$ cat config.mk
export PLATFORM = sky130hd
export DESIGN_NAME = pic8_ctrl
export DESIGN_NICKNAME = d
export VERILOG_FILES = /design/src/rtl/pic8_pkg.sv /design/src/rtl/pic8_cfg.sv /design/src/rtl/pic8_req.sv /design/src/rtl/pic8_prio.sv /design/src/rtl/pic8_ctrl.sv
export SDC_FILE = /design/constraint.sdc
export NUM_CORES = 1
export LEC_CHECK = 0
export ABC_AREA = 1
export BUFFER_PORTS_ARGS = -buffer_cell sky130_fd_sc_hd__clkbuf_2
export CORE_ASPECT_RATIO = 0.8
export CORE_MARGIN = 2
export CORE_UTILIZATION = 37
export DETAILED_ROUTE_END_ITERATION = 10
export HOLD_SLACK_MARGIN = 0.1
export PLACE_DENSITY = 0.58
export SLEW_MARGIN = 30
export SYNTH_ARGS = -nofsm -noshare
export SYNTH_HDL_FRONTEND = slang
export SYNTH_SLANG_ARGS = --single-unit
$ cat constraint.sdc
create_clock -name clk -period 7.4 [get_ports clk]
set_input_delay 0.37 -clock clk [delete_from_list [all_inputs] [get_ports clk]]
set_output_delay 0.37 -clock clk [all_outputs]
set_load 0.005 [all_outputs]
$ cat src/rtl/pic8_pkg.sv
package pic8_pkg;
    localparam int NUM_IN = 8;
    localparam int DW     = 8;
    localparam int IDX_W  = $clog2(NUM_IN);
    localparam int AW     = 2;

    localparam logic [AW-1:0] ADDR_CTRL = 2'd0;
    localparam logic [AW-1:0] ADDR_AUX  = 2'd1;
    localparam logic [AW-1:0] ADDR_TRIG = 2'd2;

    localparam logic [DW-1:0] CMD_NS_EOI = 8'h20;
    localparam logic [NUM_IN-1:0] FIXED_EDGE = 8'h07;

    typedef enum logic [2:0] {
        ST_UNINIT,
        ST_WAIT_BASE,
        ST_WAIT_CASC,
        ST_WAIT_MODE,
        ST_RUN
    } cfg_state_e;
endpackage

$ cat src/rtl/pic8_cfg.sv
module pic8_cfg
    import pic8_pkg::*;
#(
    parameter int W = DW,
    parameter int N = NUM_IN,
    parameter logic [N-1:0] EDGE_ONLY = FIXED_EDGE
) (
    input  logic          clk,
    input  logic          rst_n,
    input  logic          wr_en,
    input  logic [AW-1:0] addr,
    input  logic [W-1:0]  wdata,
    output logic          ready,
    output logic          start_pulse,
    output logic          eoi_pulse,
    output logic          show_isr,
    output logic          all_level,
    output logic [W-1:0]  base,
    output logic [N-1:0]  mask,
    output logic [N-1:0]  trig
);
    cfg_state_e state_q, state_d;
    logic cascaded_q, need_mode_q;
    logic ctrl_wr, aux_wr, ocw3_wr;

    assign ctrl_wr     = wr_en && (addr == ADDR_CTRL);
    assign aux_wr      = wr_en && (addr == ADDR_AUX);
    assign start_pulse = ctrl_wr && wdata[4];
    assign ready       = (state_q == ST_RUN);
    assign eoi_pulse   = ready && ctrl_wr && (wdata == CMD_NS_EOI);
    assign ocw3_wr     = ready && ctrl_wr && !wdata[4] && wdata[3];

    always_ff @(posedge clk or negedge rst_n) begin
        if (!rst_n) state_q <= ST_UNINIT;
        else        state_q <= state_d;
    end

    always_comb begin
        state_d = state_q;
        unique case (state_q)
            ST_UNINIT:    state_d = ST_UNINIT;
            ST_WAIT_BASE: if (aux_wr)
                              state_d = cascaded_q  ? ST_WAIT_CASC :
                                        need_mode_q ? ST_WAIT_MODE : ST_RUN;
            ST_WAIT_CASC: if (aux_wr)
                              state_d = need_mode_q ? ST_WAIT_MODE : ST_RUN;
            ST_WAIT_MODE: if (aux_wr) state_d = ST_RUN;
            ST_RUN:       state_d = ST_RUN;
            default:      state_d = ST_UNINIT;
        endcase
        if (start_pulse) state_d = ST_WAIT_BASE;
    end

    always_ff @(posedge clk or negedge rst_n) begin
        if (!rst_n) begin
            cascaded_q  <= 1'b0;
            need_mode_q <= 1'b0;
            all_level   <= 1'b0;
            base        <= '0;
            mask        <= '1;
            trig        <= '0;
            show_isr    <= 1'b0;
        end else begin
            if (start_pulse) begin
                cascaded_q  <= ~wdata[1];
                need_mode_q <= wdata[0];
                all_level   <= wdata[3];
                show_isr    <= 1'b0;
            end
            if (aux_wr && state_q == ST_WAIT_BASE) base <= wdata;
            if (aux_wr && ready) mask <= wdata[N-1:0];
            if (wr_en && addr == ADDR_TRIG) trig <= wdata[N-1:0] & ~EDGE_ONLY;
            if (ocw3_wr && wdata[1:0] == 2'b11) show_isr <= 1'b1;
            if (ocw3_wr && wdata[1:0] == 2'b10) show_isr <= 1'b0;
        end
    end
endmodule

$ cat src/rtl/pic8_req.sv
module pic8_req
    import pic8_pkg::*;
#(
    parameter int N = NUM_IN
) (
    input  logic         clk,
    input  logic         rst_n,
    input  logic [N-1:0] pins,
    input  logic [N-1:0] level_sel,
    input  logic [N-1:0] clr,
    input  logic         flush,
    output logic [N-1:0] irr
);
    logic [N-1:0] prev_q, latch_q;

    for (genvar i = 0; i < N; i++) begin : g_line
        always_ff @(posedge clk or negedge rst_n) begin
            if (!rst_n) begin
                prev_q[i]  <= 1'b0;
                latch_q[i] <= 1'b0;
            end else begin
                prev_q[i] <= pins[i];
                if (flush || level_sel[i])
                    latch_q[i] <= 1'b0;
                else
                    latch_q[i] <= (latch_q[i] && !clr[i]) || (pins[i] && !prev_q[i]);
            end
        end
        assign irr[i] = level_sel[i] ? pins[i] : latch_q[i];
    end
endmodule

$ cat src/rtl/pic8_prio.sv
module pic8_prio
    import pic8_pkg::*;
#(
    parameter int N  = NUM_IN,
    parameter int IW = IDX_W
) (
    input  logic          ready,
    input  logic [N-1:0]  irr,
    input  logic [N-1:0]  mask,
    input  logic [N-1:0]  isr,
    output logic          want,
    output logic [IW-1:0] win_idx,
    output logic [N-1:0]  win_oh,
    output logic [N-1:0]  isr_top_oh
);
    logic [N-1:0]  pend;
    logic          pend_any, isr_any;
    logic [IW-1:0] isr_idx;

    assign pend = irr & ~mask;

    always_comb begin
        win_idx  = '0;
        pend_any = 1'b0;
        isr_idx  = '0;
        isr_any  = 1'b0;
        for (int i = N - 1; i >= 0; i--) begin
            if (pend[i]) begin
                win_idx  = IW'(i);
                pend_any = 1'b1;
            end
            if (isr[i]) begin
                isr_idx = IW'(i);
                isr_any = 1'b1;
            end
        end
    end

    assign want       = ready && pend_any && (!isr_any || win_idx < isr_idx);
    assign win_oh     = pend_any ? (N'(1) << win_idx) : '0;
    assign isr_top_oh = isr_any  ? (N'(1) << isr_idx) : '0;
endmodule

$ cat src/rtl/pic8_ctrl.sv
module pic8_ctrl
    import pic8_pkg::*;
#(
    parameter int W  = DW,
    parameter int N  = NUM_IN,
    parameter int IW = IDX_W
) (
    input  logic          clk,
    input  logic          rst_n,
    input  logic [AW-1:0] bus_addr,
    input  logic [W-1:0]  bus_wdata,
    input  logic          bus_we,
    input  logic          bus_re,
    output logic [W-1:0]  bus_rdata,
    input  logic [N-1:0]  irq_in,
    output logic          int_out,
    input  logic          int_ack,
    output logic [W-1:0]  vector
);
    logic          ready, start_pulse, eoi_pulse, show_isr, all_level;
    logic [W-1:0]  base;
    logic [N-1:0]  mask, trig, irr, isr_q, win_oh, isr_top_oh, ack_clr;
    logic [IW-1:0] win_idx;
    logic          take;

    pic8_cfg #(.W(W), .N(N)) u_cfg (
        .clk(clk), .rst_n(rst_n), .wr_en(bus_we), .addr(bus_addr),
        .wdata(bus_wdata), .ready(ready), .start_pulse(start_pulse),
        .eoi_pulse(eoi_pulse), .show_isr(show_isr), .all_level(all_level),
        .base(base), .mask(mask), .trig(trig)
    );

    assign take    = int_ack && int_out;
    assign ack_clr = take ? win_oh : '0;

    pic8_req #(.N(N)) u_req (
        .clk(clk), .rst_n(rst_n), .pins(irq_in),
        .level_sel(trig | {N{all_level}}), .clr(ack_clr),
        .flush(start_pulse), .irr(irr)
    );

    pic8_prio #(.N(N), .IW(IW)) u_prio (
        .ready(ready), .irr(irr), .mask(mask), .isr(isr_q),
        .want(int_out), .win_idx(win_idx), .win_oh(win_oh),
        .isr_top_oh(isr_top_oh)
    );

    always_ff @(posedge clk or negedge rst_n) begin
        if (!rst_n)           isr_q <= '0;
        else if (start_pulse) isr_q <= '0;
        else                  isr_q <= (isr_q & ~(eoi_pulse ? isr_top_oh : '0)) | ack_clr;
    end

    assign vector = int_out ? base + W'(win_idx) : '0;

    always_comb begin
        bus_rdata = '0;
        if (bus_re) begin
            unique case (bus_addr)
                ADDR_CTRL: bus_rdata = W'(show_isr ? isr_q : irr);
                ADDR_AUX:  bus_rdata = W'(mask);
                ADDR_TRIG: bus_rdata = W'(trig);
                default:   bus_rdata = '0;
            endcase
        end
    end
endmodule

==> impl_results.md <==
* Sequential area share after synthesis at 42.7%
* Port Buffer Count at 39
* Pwr Density at between 300 and 400 mW/mm^2
* Min-Delay Path Class: in -> async
* Post-layout nets at around 480
* Multi-input gate area at 0.00149 sq mm
* Final core utilization at 43.7%
* Worst hold slack at 0.165 ns
* Final setup TNS at 0 ns
* Worst slew pin tran at 0.679 ns
* Syn nets at 434
* Max-cap violation count at 0
* Reg clk slew, reported paths at ~0.10 ns
* Area share of the largest cell type after synthesis at 35.9%
* Die Y at roughly 85 um
* R2r startpoint: u_cfg.all_level$_DFFE_PN0P_
* Tcrit/Tclk final at 51.2%
* Filler cells at 829
* Die X at 106 um
* Cell family with most CP delay: simple AND/OR/NAND/NOR gates
* Number of CTS-inserted buffers at 5
* Mapped cell area at 0.00307 sq mm
* Clk pwr share at approximately 17%
* CTS H-tree depth at 2
* Dominant synthesized flop cell: dfrtp_1
* TritonCTS clock tree: built
* Slew HR at 54.6%
* Post-synthesis compound-gate area fraction at 17.6%
* CP max-delay cell: dfrtp_1
* Largest family of logic cells by synthesized area: simple AND/OR/NAND/NOR gates
* Post-route cell area at 0.00349 sq mm
* Minimum clock period at 3.79 ns
* Final hold violations at 0
* Post-Synth Adder-Cell Area at 2.69%
* Vias at approximately 2700
* Layout Cells excl Fill at between 500 and 600
* DP Area at 0.00338 sq mm
* Critical-path cell list: nor2_1, nand2_1, nand2_1, nor2_1, nand2_1, nand2_1, nand2_1, nand2_1, nand2_1, nand2_1, nand2_2, inv_1, ha_1, inv_1, fa_1, nor2_1, o21ai_0, nor2_1, nand2_1, xor2_1, nor2_1, clkbuf_2
* NetSw at 0.513 mW
* Number of library cell types mapped by synthesis at 41
* Switching share of power at 43.5%
* # hold bufs at CTS at 0
* Comb power frac at 45.6%
* Mux cell area share after synthesis at 0.693%
* Leak at 1.70 nW
* Area contributors post-synth: dfrtp_1 (36%), nand2_1 (11%), inv_1 (7.8%)
* Simple-gate share of the synthesized area at 26.5%
* Final Setup Violations at 0
* #FFs+latches synth at 52
* Startpoint types: flop
* Via/cell ratio at 4.91
* CTS root buf: clkbuf_8
* Post-CTS setup buffer count at 0
* Worst r2r dst: u_req.latch_q[4]$_DFF_PN0_
* Synthesized instance count at between 400 and 500
* Post-Synth XOR/XNOR Area at less than 1%
* Vias in the first global route at approximately 2500
* Power Internal at 0.666 mW
* Clock sink total at 52
* Drt pass-1 iters at 5
* Placed cell count at 547
* Post-synth EDFFs at 0
* Critical Path Sink Type: primary output
* Status: finished, final reports clean
* Critical path type: reg -> out
* WL per Instance at 14.0 um
* Full die area at 0.00904 sq mm
* CP max FO at 11
* # IOs at 40
* DRC viols at 0
* Remaining antenna violation count at 0
* Post-DP HPWL at 6.10 mm
* Cells on worst reg2reg path at 12
* Total track usage at between 10% and 20%
* Final Max Tran Viols at 0
* Antenna diodes at 0
* Yosys warning count at 0
* Reg2reg setup slack at 4.56 ns
* Async set-or-reset flop fraction in the synthesized netlist at 100%
* Crit path required time at 7.03 ns
* CP max stage delay at around 0.73 ns
* Critical Path AT at about 3.4 ns
* Max VDD drop at 0.114 mV
* P&R area growth vs syn at 13.8%
* F_max at 0.264 GHz
* Drt total wl at between 7 and 8 mm
* CP Depth at 22
* CORE AREA at 0.00798 sq mm
* Buf+Inv Stages, Crit Path at 3
* GPL Wtd Cong at ~0.90
* Storage cell area at around 0.0013 sq mm
* Post-CTS sizing at 0
* Iter 0 DRT Violations at ~170
* Most used cell, CP: nand2_1
* Initial antenna violation count at 0
* Seq pwr share at 37.9%
* RSZ-0062 raised after global routing: false
* Global-route wire length before repair at 13.0 mm
* GRT overflow at 0
* Final Skew at about 0.010 ns
* Proportion of layout cells with a drive suffix above 1 at 20.8%
* Clock Path Buffers at 2
* Number of placement rows at 29
* Clk Latency, worst-skew pair at slightly above 0.3 ns
* Yosys top cell by area: dfrtp_1
* Starting Density at 38.4%
* Avg Synthesized Cell Area at 7.58 sq um
* Largest net degree at the start of global routing at 53
==> per-layer routing <==
| layer | GRT usage (%) | routed length [um] |
|---|---|---|
| met5 | 0 | 0 |
| met3 | 3.00 | 416 |
| met1 | 28.9 | 4060 |
| met4 | 3.59 | 52 |
| met2 | 26.5 | 3230 |
==> sequential cells by signal, summed over array words and instances, names as in the netlist <==
register           count
u_cfg.base             8
isr_q                  8
u_req.latch_q          8
u_cfg.show_isr         1
u_req.prev_q           8
u_cfg.trig             5
u_cfg.mask             8
u_cfg.need_mode_q      1
u_cfg.all_level        1
u_cfg.cascaded_q       1
u_cfg.state_q          3
==> layout make-up <==
class                           count  share of cell area [%]
Clock buffer                        6                    2.08
Clock inverter                      2                    1.00
Inverter                           66                    7.17
Multi-Input combinational cell    281                    42.5
Sequential cell                    52                    37.5
Tap cell                          108                    3.87
Timing Repair Buffer               40                    5.80
==> power by group through the flow <==
stage | clock network (mW) | logic, mW | registers (mW)
after floorplan | 0 | 0.424 | 0.425
after global placement | 0 | 0.530 | 0.452
after detailed placement | 0 | 0.533 | 0.451
after CTS | 0.201 | 0.536 | 0.447
after global routing | 0.212 | 0.615 | 0.458
final | 0.195 | 0.537 | 0.447
==> synth_stat cells (all sizes together), types with 2 or more instances <==
master and n:
nor4 3, xor2 2, o31ai 2, nand4 9, a21oi 37, ha 5, dfstp 8, clkbuf 5
inv 65, o22ai 2, nand3 3, nor2 45, nor3 11, nand2 98, dfrtp 44, or2 6
a311oi 2, o21ai 46
==> worst max path at each step <==
stage | start | to
floorplan | u_cfg.all_level$_DFFE_PN0P_ | vector[6]
global placement | u_cfg.all_level$_DFFE_PN0P_ | vector[6]
detailed placement | u_cfg.all_level$_DFFE_PN0P_ | vector[6]
CTS | u_cfg.all_level$_DFFE_PN0P_ | vector[6]
global route | u_cfg.all_level$_DFFE_PN0P_ | vector[6]
finish | u_cfg.all_level$_DFFE_PN0P_ | vector[6]
==> cell usage in the layout, fill, tap and decap left out, drive strengths merged, types with 6 or more instances in the layout <==
| cell | Yosys | layout |
|---|---|---|
| a21oi | 37 | 37 |
| clkbuf | 5 | 45 |
| dfrtp | 44 | 44 |
| dfstp | 8 | 8 |
| inv | 65 | 65 |
| nand2 | 98 | 98 |
| nand4 | 9 | 9 |
| nor2 | 45 | 45 |
| nor3 | 11 | 11 |
| o21ai | 46 | 46 |
| or2 | 6 | 6 |
==> stage by stage <==
step	total power [mW]	worst slack, ns
after floorplan	0.849	4.51
after global placement	0.982	4.02
after detailed placement	0.984	3.98
after CTS	1.18	3.62
after global routing	1.29	3.32
final	1.18	3.61
==> logic make-up (layout without fill, tap and decap cells) <==
logic type | count (synthesis) | in the layout
DFF | 52 | 52
buffers and inverters | 72 | 114
AOI/OAI and AO/OA | 94 | 94
xor gates and xnor gates | 2 | 2
adders and majority gates | 6 | 6
and+or+nand+nor | 177 | 177
muxes | 2 | 2
Power figures use the tool's default switching activity.
